`config.mk`:
```
export PLATFORM = sky130hd
export DESIGN_NAME = lcd_pwr_seq
export DESIGN_NICKNAME = d
export VERILOG_FILES = /design/src/rtl/lcdseq_pkg.sv /design/src/rtl/lcdseq_ms_timer.sv /design/src/rtl/lcdseq_phase_enc.sv /design/src/rtl/lcdseq_step_rom.sv /design/src/rtl/lcd_pwr_seq.sv
export SDC_FILE = /design/constraint.sdc
export NUM_CORES = 1
export LEC_CHECK = 0
export BUFFER_PORTS_ARGS = -buffer_cell sky130_fd_sc_hd__buf_2
export CAP_MARGIN = 30
export CORE_MARGIN = 4
export CORE_UTILIZATION = 30
export CTS_CLUSTER_SIZE = 12
export DETAILED_ROUTE_END_ITERATION = 16
export HOLD_SLACK_MARGIN = 0.15
export SKIP_LAST_GASP = 1
export SLEW_MARGIN = 20
export SYNTH_ARGS = -nofsm -noshare
export SYNTH_HDL_FRONTEND = slang
export SYNTH_HIERARCHICAL = 1
export SYNTH_SLANG_ARGS = --single-unit
```
`constraint.sdc`:
```
create_clock -name clk -period 9 [get_ports clk]
set_clock_uncertainty 0.15 [all_clocks]
set_input_delay 0 -clock clk [delete_from_list [all_inputs] [get_ports clk]]
set_output_delay 0 -clock clk [all_outputs]
set_load 0.03 [all_outputs]
```
`src/rtl/lcdseq_pkg.sv`:
```
package lcdseq_pkg;

    localparam logic [2:0] A_RES   = 3'd0;
    localparam logic [2:0] A_PHASE = 3'd1;
    localparam logic [2:0] A_PWR0  = 3'd3;
    localparam logic [2:0] A_PWR1  = 3'd4;
    localparam logic [2:0] A_PORT  = 3'd6;
    localparam logic [2:0] A_POL   = 3'd7;

    localparam int STEP_W = 5;
    localparam int WAIT_W = 6;

    typedef enum logic [1:0] {
        K_WR   = 2'd0,
        K_BIAS = 2'd1,
        K_NOP  = 2'd2,
        K_END  = 2'd3
    } kind_t;

    typedef struct packed {
        kind_t             kind;
        logic [2:0]        addr;
        logic [7:0]        data;
        logic [WAIT_W-1:0] wait_ms;
    } step_t;

    typedef enum logic [2:0] {
        S_IDLE   = 3'd0,
        S_ISSUE  = 3'd1,
        S_HOLD   = 3'd2,
        S_BIAS   = 3'd3,
        S_FINISH = 3'd4
    } state_t;

    function automatic step_t mk(kind_t k, logic [2:0] a, logic [7:0] d, logic [WAIT_W-1:0] w);
        step_t s;
        s.kind = k;
        s.addr = a;
        s.data = d;
        s.wait_ms = w;
        return s;
    endfunction

endpackage

```
`src/rtl/lcdseq_ms_timer.sv`:
```
module lcdseq_ms_timer #(
    parameter int CYC_PER_MS = 50000,
    parameter int MS_W       = 6
) (
    input  logic            clk,
    input  logic            rst_n,
    input  logic            start,
    input  logic [MS_W-1:0] ms,
    output logic            expired
);
    localparam int PRE_W = (CYC_PER_MS > 1) ? $clog2(CYC_PER_MS) : 1;
    localparam logic [PRE_W-1:0] PRE_LAST = PRE_W'(CYC_PER_MS - 1);

    logic [PRE_W-1:0] pre;
    logic [MS_W-1:0]  ms_left;
    logic             run;

    assign expired = run && (pre == PRE_LAST) && (ms_left == MS_W'(1));

    always_ff @(posedge clk) begin
        if (!rst_n) begin
            pre     <= '0;
            ms_left <= '0;
            run     <= 1'b0;
        end else if (start) begin
            pre     <= '0;
            ms_left <= ms;
            run     <= (ms != '0);
        end else if (run) begin
            if (pre == PRE_LAST) begin
                pre <= '0;
                if (ms_left == MS_W'(1)) run <= 1'b0;
                else ms_left <= ms_left - 1'b1;
            end else begin
                pre <= pre + 1'b1;
            end
        end
    end


    start_idle_chk: assert property (@(posedge clk) disable iff (!rst_n)
        start |-> !run);

    stop_on_expiry_chk: assert property (@(posedge clk) disable iff (!rst_n)
        $fell(run) |-> $past(expired));
endmodule

```
`src/rtl/lcdseq_phase_enc.sv`:
```
module lcdseq_phase_enc #(
    parameter int QVGA_PHASE = 9
) (
    input  logic       vga,
    input  logic       ok,
    input  logic [7:0] stored,
    output logic [7:0] phase_byte,
    output logic [7:0] res_byte
);
    localparam logic [3:0] QV = 4'(QVGA_PHASE);

    always_comb begin
        if (!vga)     phase_byte = {3'b000, QV, 1'b1};
        else if (ok)  phase_byte = {3'b000, stored[3:0], 1'b1};
        else          phase_byte = 8'h01;
        res_byte = vga ? 8'h00 : 8'h01;
    end
endmodule

```
`src/rtl/lcdseq_step_rom.sv`:
```
module lcdseq_step_rom
    import lcdseq_pkg::*;
#(
    parameter int VDD_MS    = 3,
    parameter int GVSS_MS   = 2,
    parameter int POL_MS    = 1,
    parameter int SETTLE_MS = 34
) (
    input  logic              down,
    input  logic [STEP_W-1:0] idx,
    input  logic [7:0]        phase_byte,
    input  logic [7:0]        res_byte,
    input  logic [7:0]        bias_byte,
    output step_t             step
);
    localparam logic [WAIT_W-1:0] W0 = '0;
    localparam logic [WAIT_W-1:0] WV = WAIT_W'(VDD_MS);
    localparam logic [WAIT_W-1:0] WG = WAIT_W'(GVSS_MS);
    localparam logic [WAIT_W-1:0] WP = WAIT_W'(POL_MS);
    localparam logic [WAIT_W-1:0] WS = WAIT_W'(SETTLE_MS);

    always_comb begin
        step = mk(K_END, 3'd0, 8'h00, W0);
        if (!down) begin
            unique case (idx)
                5'd0:  step = mk(K_WR,   A_PORT,  8'h1F, W0);
                5'd1:  step = mk(K_WR,   A_PWR0,  8'h03, W0);
                5'd2:  step = mk(K_WR,   A_PWR1,  8'h00, W0);
                5'd3:  step = mk(K_WR,   A_PWR1,  8'h04, WV);
                5'd4:  step = mk(K_WR,   A_PWR0,  8'h07, W0);
                5'd5:  step = mk(K_WR,   A_PORT,  8'h09, W0);
                5'd6:  step = mk(K_BIAS, 3'd0,    bias_byte, W0);
                5'd7:  step = mk(K_WR,   A_PWR0,  8'h17, W0);
                5'd8:  step = mk(K_WR,   A_PWR1,  8'h06, WG);
                5'd9:  step = mk(K_WR,   A_PORT,  8'h01, W0);
                5'd10: step = mk(K_WR,   A_PWR0,  8'h1F, W0);
                5'd11: step = mk(K_WR,   A_PWR1,  8'h07, W0);
                5'd12: step = mk(K_WR,   A_PORT,  8'h00, W0);
                5'd13: step = mk(K_WR,   A_PHASE, phase_byte, W0);
                5'd14: step = mk(K_WR,   A_POL,   8'h00, WP);
                5'd15: step = mk(K_WR,   A_RES,   res_byte, W0);
                default: step = mk(K_END, 3'd0, 8'h00, W0);
            endcase
        end else begin
            unique case (idx)
                5'd0:  step = mk(K_NOP,  3'd0,    8'h00, WS);
                5'd1:  step = mk(K_WR,   A_PWR1,  8'h06, W0);
                5'd2:  step = mk(K_WR,   A_PORT,  8'h08, W0);
                5'd3:  step = mk(K_WR,   A_PWR0,  8'h14, W0);
                5'd4:  step = mk(K_BIAS, 3'd0,    bias_byte, W0);
                5'd5:  step = mk(K_WR,   A_PWR1,  8'h04, W0);
                5'd6:  step = mk(K_WR,   A_PWR0,  8'h04, W0);
                5'd7:  step = mk(K_WR,   A_PORT,  8'h1E, W0);
                5'd8:  step = mk(K_WR,   A_PWR0,  8'h00, W0);
                5'd9:  step = mk(K_WR,   A_PWR1,  8'h00, W0);
                default: step = mk(K_END, 3'd0, 8'h00, W0);
            endcase
        end
    end
endmodule

```
`src/rtl/lcd_pwr_seq.sv`:
```
module lcd_pwr_seq
    import lcdseq_pkg::*;
#(
    parameter int CYC_PER_MS = 50000,
    parameter int VDD_MS     = 3,
    parameter int GVSS_MS    = 2,
    parameter int POL_MS     = 1,
    parameter int SETTLE_MS  = 34,
    parameter int DEF_BIAS   = 125,
    parameter int QVGA_PHASE = 9
) (
    input  logic       clk,
    input  logic       rst_n,
    input  logic       pwr_up_req,
    input  logic       suspend_req,
    input  logic       mode_vga,
    input  logic       phase_ok,
    input  logic [7:0] phase_val,
    input  logic       bias_ok,
    input  logic [7:0] bias_stored,
    input  logic       bias_ack,
    output logic       wr_en,
    output logic [2:0] wr_addr,
    output logic [7:0] wr_data,
    output logic       bias_go,
    output logic [7:0] bias_val,
    output logic       busy,
    output logic       done,
    output logic       inited
);
    localparam logic [STEP_W-1:0] PHASE_IDX = STEP_W'(13);
    localparam logic [STEP_W-1:0] RES_IDX   = STEP_W'(15);
    localparam logic [7:0]        BIAS_DEF  = 8'(DEF_BIAS);

    state_t            state;
    logic [STEP_W-1:0] idx, idx_nxt;
    logic              down, skip;
    logic [7:0]        phase_r, res_r, bias_r;
    logic [7:0]        phase_c, res_c;
    step_t             step;
    logic              t_start, t_exp;

    lcdseq_phase_enc #(.QVGA_PHASE(QVGA_PHASE)) u_enc (
        .vga(mode_vga), .ok(phase_ok), .stored(phase_val),
        .phase_byte(phase_c), .res_byte(res_c)
    );

    lcdseq_step_rom #(
        .VDD_MS(VDD_MS), .GVSS_MS(GVSS_MS), .POL_MS(POL_MS), .SETTLE_MS(SETTLE_MS)
    ) u_rom (
        .down(down), .idx(idx), .phase_byte(phase_r), .res_byte(res_r),
        .bias_byte(bias_r), .step(step)
    );

    lcdseq_ms_timer #(.CYC_PER_MS(CYC_PER_MS), .MS_W(WAIT_W)) u_tmr (
        .clk(clk), .rst_n(rst_n), .start(t_start), .ms(step.wait_ms), .expired(t_exp)
    );

    assign idx_nxt = (!down && skip && idx == PHASE_IDX) ? RES_IDX : idx + 1'b1;

    always_ff @(posedge clk) begin
        if (!rst_n) begin
            state   <= S_IDLE;
            idx     <= '0;
            down    <= 1'b0;
            skip    <= 1'b0;
            phase_r <= '0;
            res_r   <= '0;
            bias_r  <= '0;
            inited  <= 1'b0;
        end else begin
            unique case (state)
                S_IDLE: begin
                    if (suspend_req) begin
                        state  <= S_ISSUE;
                        down   <= 1'b1;
                        skip   <= 1'b0;
                        idx    <= '0;
                        bias_r <= 8'h00;
                    end else if (pwr_up_req) begin
                        state   <= S_ISSUE;
                        down    <= 1'b0;
                        skip    <= inited;
                        idx     <= inited ? PHASE_IDX : '0;
                        phase_r <= phase_c;
                        res_r   <= res_c;
                        bias_r  <= bias_ok ? bias_stored : BIAS_DEF;
                    end
                end
                S_ISSUE: begin
                    unique case (step.kind)
                        K_WR, K_NOP: begin
                            if (step.wait_ms != '0) state <= S_HOLD;
                            else idx <= idx_nxt;
                        end
                        K_BIAS: state <= S_BIAS;
                        K_END:  state <= S_FINISH;
                    endcase
                end
                S_HOLD: begin
                    if (t_exp) begin
                        idx   <= idx_nxt;
                        state <= S_ISSUE;
                    end
                end
                S_BIAS: begin
                    if (bias_ack) begin
                        idx   <= idx_nxt;
                        state <= S_ISSUE;
                    end
                end
                S_FINISH: begin
                    inited <= !down;
                    state  <= S_IDLE;
                end
                default: state <= S_IDLE;
            endcase
        end
    end

    always_comb begin
        wr_en    = (state == S_ISSUE) && (step.kind == K_WR);
        wr_addr  = step.addr;
        wr_data  = step.data;
        bias_go  = (state == S_ISSUE) && (step.kind == K_BIAS);
        bias_val = step.data;
        t_start  = (state == S_ISSUE) && (step.kind == K_WR || step.kind == K_NOP)
                   && (step.wait_ms != '0);
        busy     = (state != S_IDLE);
        done     = (state == S_FINISH);
    end


    done_single_chk: assert property (@(posedge clk) disable iff (!rst_n)
        done |=> !done);

    inited_moves_at_end_chk: assert property (@(posedge clk) disable iff (!rst_n)
        (inited != $past(inited)) |-> $past(done));

    bias_pulse_chk: assert property (@(posedge clk) disable iff (!rst_n)
        bias_go |=> !bias_go && !wr_en);

    bias_wait_chk: assert property (@(posedge clk) disable iff (!rst_n)
        (state == S_BIAS && !bias_ack) |=> !wr_en && !bias_go);

    hold_quiet_chk: assert property (@(posedge clk) disable iff (!rst_n)
        (state == S_HOLD) |-> !wr_en && !bias_go);

    busy_start_chk: assert property (@(posedge clk) disable iff (!rst_n)
        $rose(busy) |-> $past(pwr_up_req || suspend_req));

    addr_map_chk: assert property (@(posedge clk) disable iff (!rst_n)
        wr_en |-> (wr_addr != 3'd2 && wr_addr != 3'd5));
endmodule

```
==> results_dict.tcl <==
set metrics [dict create \
    outcome "finished, final reports clean" \
    vias_in_the_first_global_route 3667 \
    async_flop_share 0 \
    dp_cells 678 \
    place_worst_setup_slack_ns 5.378 \
    netlist_instances 502 \
    slew_viol_final 0 \
    hold_start "phase_r[1]" \
    synth.yosys.seq_area_share 0.2992 \
    layout-area-overhead-vs-synth_pct 20.50 \
    synth_edf_count 0 \
    fmaxAchievable_ghz 0.2697 \
    worst-r2r-cell-count 10 \
    cts_repair_resize_count 0 \
    grt_antenna_before_repair 0 \
    finalCritPeriodShare 0.4120 \
    max_slew.worst_pin.slew_ns 0.7719 \
    dieWidth_um 121.7 \
    worst_path_dominant_cell_family "simple AND/OR/NAND/NOR gates" \
    via_count 3879 \
    cts.sink_count 58 \
    fillerInstances 1305 \
    crit_buf_inv 2 \
    clock_slew_at_the_register_clock_pins_of_the_worst_setup_and_hold_paths_ns 0.05 \
    ant_nets_after_route 0 \
    io_buffer_count 43 \
    timing_worst_setup_path_type "register to register" \
    top_level_ports 48 \
    hold_depth 2 \
    setup_viol_count_final 0 \
    end_kind "register" \
    synth-warning-count 6 \
    post_route_cells_drive_above_1_share 0.1416 \
    grtUsageTotal 0.1428 \
    drt_first_iter_violations 259 \
    grt_first_pass_wirelength_mm 17.33 \
    h-tree-depth 3 \
    netlist_area_um2 3881 \
    wire_per_inst_um 14.18 \
    unrepaired_setup_endpoints_after_global_routing "false" \
    worstPathCellList "inv_2 > mux2_2 > a2bb2oi_1 > nor3_1 > or4_4 > nor3_1 > nor4_1 > buf_4 > or3b_1 > a21oi_1" \
    slew_margin_rel 0.4819 \
    row_count 41 \
    overflow_left_after_global_routing 0 \
    sequentialPowerShare 0.303 \
    first_pass_iters 6 \
    hold_viol_final 0 \
    postCtsSetupBuffers 0 \
    layout.area.seq_um2 1161 \
    critical-path-max-stage-delay_ns 0.82 \
    switching_share_of_total_power 0.4077 \
    synth.top_cells.by_area "sky130_fd_sc_hd__dfxtp_1 (30%), sky130_fd_sc_hd__nand2_1 (7.0%), sky130_fd_sc_hd__buf_4 (5.0%)" \
    synth_top_area_frac 0.2992 \
    tritoncts "done" \
    power-per-cell-area_nw_per_um2 223.4 \
    synth_ff_type "sky130_fd_sc_hd__dfxtp_1" \
    max-clock-path-buffers 2 \
    vias_per_cell 5.314 \
    p_int_mw 0.6189 \
    power.combinational.fraction 0.422 \
    die_area_um2 14820 \
    report.power.total_mw 1.045 \
    timing.hold.worst.class "register to register" \
    yosys.area.top_type "sky130_fd_sc_hd__dfxtp_1" \
    power.share.clock 0.274 \
    ctsRootBufferMaster "sky130_fd_sc_hd__clkbuf_16" \
    wirelength_mm 10.35 \
    initial_core_util 0.3076 \
    maxCapViolations 0 \
    later_pin_clock_latency_in_the_skew_report_ns 0.32 \
    worst_ir_drop_vdd_mv 0.1380 \
    critPathLaunchType "register" \
    multi_input_combinational_cell_area_um2 2350 \
    setup_tns_ns 0 \
    whs_endpoint "phase_r[1]" \
    period_needed_ns 3.708 \
    p_leak_nw 1.748 \
    critical_path.most_common_cell "sky130_fd_sc_hd__nor3_1" \
    gp_congestion 0.8589 \
    timing.rr.start "idx[3]" \
    ff2ff_setup_slack_ns 5.29 \
    insertedDiodeCount 0 \
    synth_seq_cells 58 \
    timing.critical_path.fanout_max 22 \
    final_nets 585 \
    cts_bufs_inserted 9 \
    p_switching_mw 0.4261 \
    core_box_area_um2 12620 \
    post-dp-hpwl_mm 6.726 \
    die_height_um 121.7 \
    drt_drc_violations_left 0 \
    final_setup_margin_ns 5.292 \
    worst_ep_required_time_ns 9.09 \
    cpMaxStageDelayCell "sky130_fd_sc_hd__dfxtp_1" \
    grt_start_max_net_pins 38 \
    synthDistinctLibCells 74 \
    regToRegEndpoint "u_tmr/pre[15]" \
    timing.critical_path.arrival_ns 3.80 \
    post_synth.cell_area_avg_um2 7.732 \
    instances_no_fill 730 \
]
## worst max-delay path by stage
stage / start / end / slack [ns] / depth (start not counted)
final: idx[3] / u_tmr/pre[15] / 5.29 / 10
after global routing: idx[3] / u_tmr/pre[15] / 5.09 / 10
after CTS: idx[3] / u_tmr/pre[15] / 5.34 / 10
after detailed placement: idx[3] / u_tmr/pre[15] / 5.38 / 10
after global placement: idx[3] / u_tmr/pre[14] / 5.37 / 10
after floorplan: idx[1] / u_tmr/ms_left[2] / 6.09 / 12
## sequential cells by signal (all words and copies together) (netlist names)
name / cells
u_tmr/pre: 16
bias_r: 8
phase_r: 8
res_r: 8
u_tmr/ms_left: 6
idx: 5
state: 3
down: 1
inited: 1
skip: 1
u_tmr/run: 1
## synthesized netlist by cell type, types with 3 or more instances
cell type,number
sky130_fd_sc_hd__a21o_1,3
sky130_fd_sc_hd__a21oi_1,38
sky130_fd_sc_hd__a221oi_1,3
sky130_fd_sc_hd__a22oi_1,3
sky130_fd_sc_hd__a311oi_1,6
sky130_fd_sc_hd__a31oi_1,3
sky130_fd_sc_hd__a32oi_1,4
sky130_fd_sc_hd__and2_1,3
sky130_fd_sc_hd__and3_1,8
sky130_fd_sc_hd__and4_1,4
sky130_fd_sc_hd__buf_2,14
sky130_fd_sc_hd__buf_4,26
sky130_fd_sc_hd__buf_6,4
sky130_fd_sc_hd__clkbuf_1,10
sky130_fd_sc_hd__conb_1,3
sky130_fd_sc_hd__dfxtp_1,58
sky130_fd_sc_hd__ha_1,5
sky130_fd_sc_hd__inv_1,14
sky130_fd_sc_hd__mux2i_1,5
sky130_fd_sc_hd__nand2_1,72
sky130_fd_sc_hd__nand2b_1,5
sky130_fd_sc_hd__nand3_1,10
sky130_fd_sc_hd__nand3b_1,4
sky130_fd_sc_hd__nand4_1,16
sky130_fd_sc_hd__nor2_1,30
sky130_fd_sc_hd__nor2b_1,10
sky130_fd_sc_hd__nor3_1,13
sky130_fd_sc_hd__nor3b_1,3
sky130_fd_sc_hd__nor3b_2,3
sky130_fd_sc_hd__nor4_1,5
sky130_fd_sc_hd__o211ai_1,6
sky130_fd_sc_hd__o21ai_0,28
sky130_fd_sc_hd__o21bai_1,5
sky130_fd_sc_hd__o31ai_1,5
sky130_fd_sc_hd__or4_1,7
sky130_fd_sc_hd__or4b_1,3
sky130_fd_sc_hd__xnor2_1,6
sky130_fd_sc_hd__xor2_1,8
## power groups by stage
stage | Combinational [mW] | Sequential (mW) | Clock [mW]
floorplan | 0.357 | 0.302 | 0
CTS | 0.433 | 0.316 | 0.292
detailed placement | 0.414 | 0.321 | 0
finish | 0.441 | 0.317 | 0.287
global placement | 0.409 | 0.320 | 0
global route | 0.481 | 0.322 | 0.304
## placed cells by master, fill, tap and decap left out, types with 4 or more instances in the layout
cell and instances:
sky130_fd_sc_hd__a21oi_1 38, sky130_fd_sc_hd__a311oi_1 6, sky130_fd_sc_hd__a32oi_1 4, sky130_fd_sc_hd__and3_1 8, sky130_fd_sc_hd__and4_1 4, sky130_fd_sc_hd__buf_2 43, sky130_fd_sc_hd__buf_4 5, sky130_fd_sc_hd__clkbuf_16 9
sky130_fd_sc_hd__conb_1 14, sky130_fd_sc_hd__dfxtp_1 58, sky130_fd_sc_hd__dlygate4sd3_1 37, sky130_fd_sc_hd__ha_1 5, sky130_fd_sc_hd__inv_1 14, sky130_fd_sc_hd__mux2i_1 5, sky130_fd_sc_hd__nand2_1 72, sky130_fd_sc_hd__nand2b_1 5
sky130_fd_sc_hd__nand3_1 10, sky130_fd_sc_hd__nand3b_1 4, sky130_fd_sc_hd__nand4_1 16, sky130_fd_sc_hd__nor2_1 30, sky130_fd_sc_hd__nor2b_1 10, sky130_fd_sc_hd__nor3_1 13, sky130_fd_sc_hd__nor4_1 5, sky130_fd_sc_hd__o211ai_1 6
sky130_fd_sc_hd__o21ai_0 28, sky130_fd_sc_hd__o21bai_1 5, sky130_fd_sc_hd__o31ai_1 5, sky130_fd_sc_hd__or4_1 7, sky130_fd_sc_hd__xnor2_1 6, sky130_fd_sc_hd__xor2_1 8
## repair_timing
item,in CTS,in global routing
hold endpoints to repair,29,0
setup endpoints to repair,0,0
hold buffers,37,0
## tightest hold or removal path: stages (launching register included)
cell and delay [ns]:
sky130_fd_sc_hd__dfxtp_1 0.30, sky130_fd_sc_hd__nand2_1 0.05, sky130_fd_sc_hd__a21oi_1 0.05
## final cells by class
class / instances / area share
clock inverters: 1 / 0.001070
repair buffers: 87 / 0.1396
well taps: 172 / 0.04601
inverters: 15 / 0.01204
multi-input cells: 385 / 0.5024
clock buffers: 12 / 0.05056
flip-flops and latches: 58 / 0.2483
## stage by stage
| step | hold slack (ns) | cell area (µm²) | util |
|---|---|---|---|
| after global routing | 0.3252 | 4677 | 0.3706 |
| after CTS | 0.3050 | 4647 | 0.3682 |
| after detailed placement | 0.1304 | 4035 | 0.3198 |
| final | 0.3039 | 4677 | 0.3706 |
| after floorplan | -0.03248 | 3923 | - |
| after global placement | 0.1225 | 4035 | 0.3198 |
## logic make-up after synthesis
group / Yosys count / share of synthesized area
and+or+nand+nor: 213 / 0.2992
DFF: 58 / 0.2992
AOI/OAI and AO/OA: 133 / 0.2292
adders and majority gates: 5 / 0.01612
buffers and inverters: 70 / 0.1061
xor gates and xnor gates: 14 / 0.03159
other: 3 / 0.002901
muxes: 6 / 0.01580
## layer usage
| layer | GRT usage | up-vias | wire length (µm) |
|---|---|---|---|
| met4 | 0.07983 | 0 | 360 |
| met1 | 0.1915 | 1815 | 4811 |
| met2 | 0.2200 | 131 | 4735 |
| met5 | 0 | - | 0 |
| li1 | - | 1901 | - |
| met3 | 0.02043 | 32 | 448 |
(Power assumes the default switching activity.)
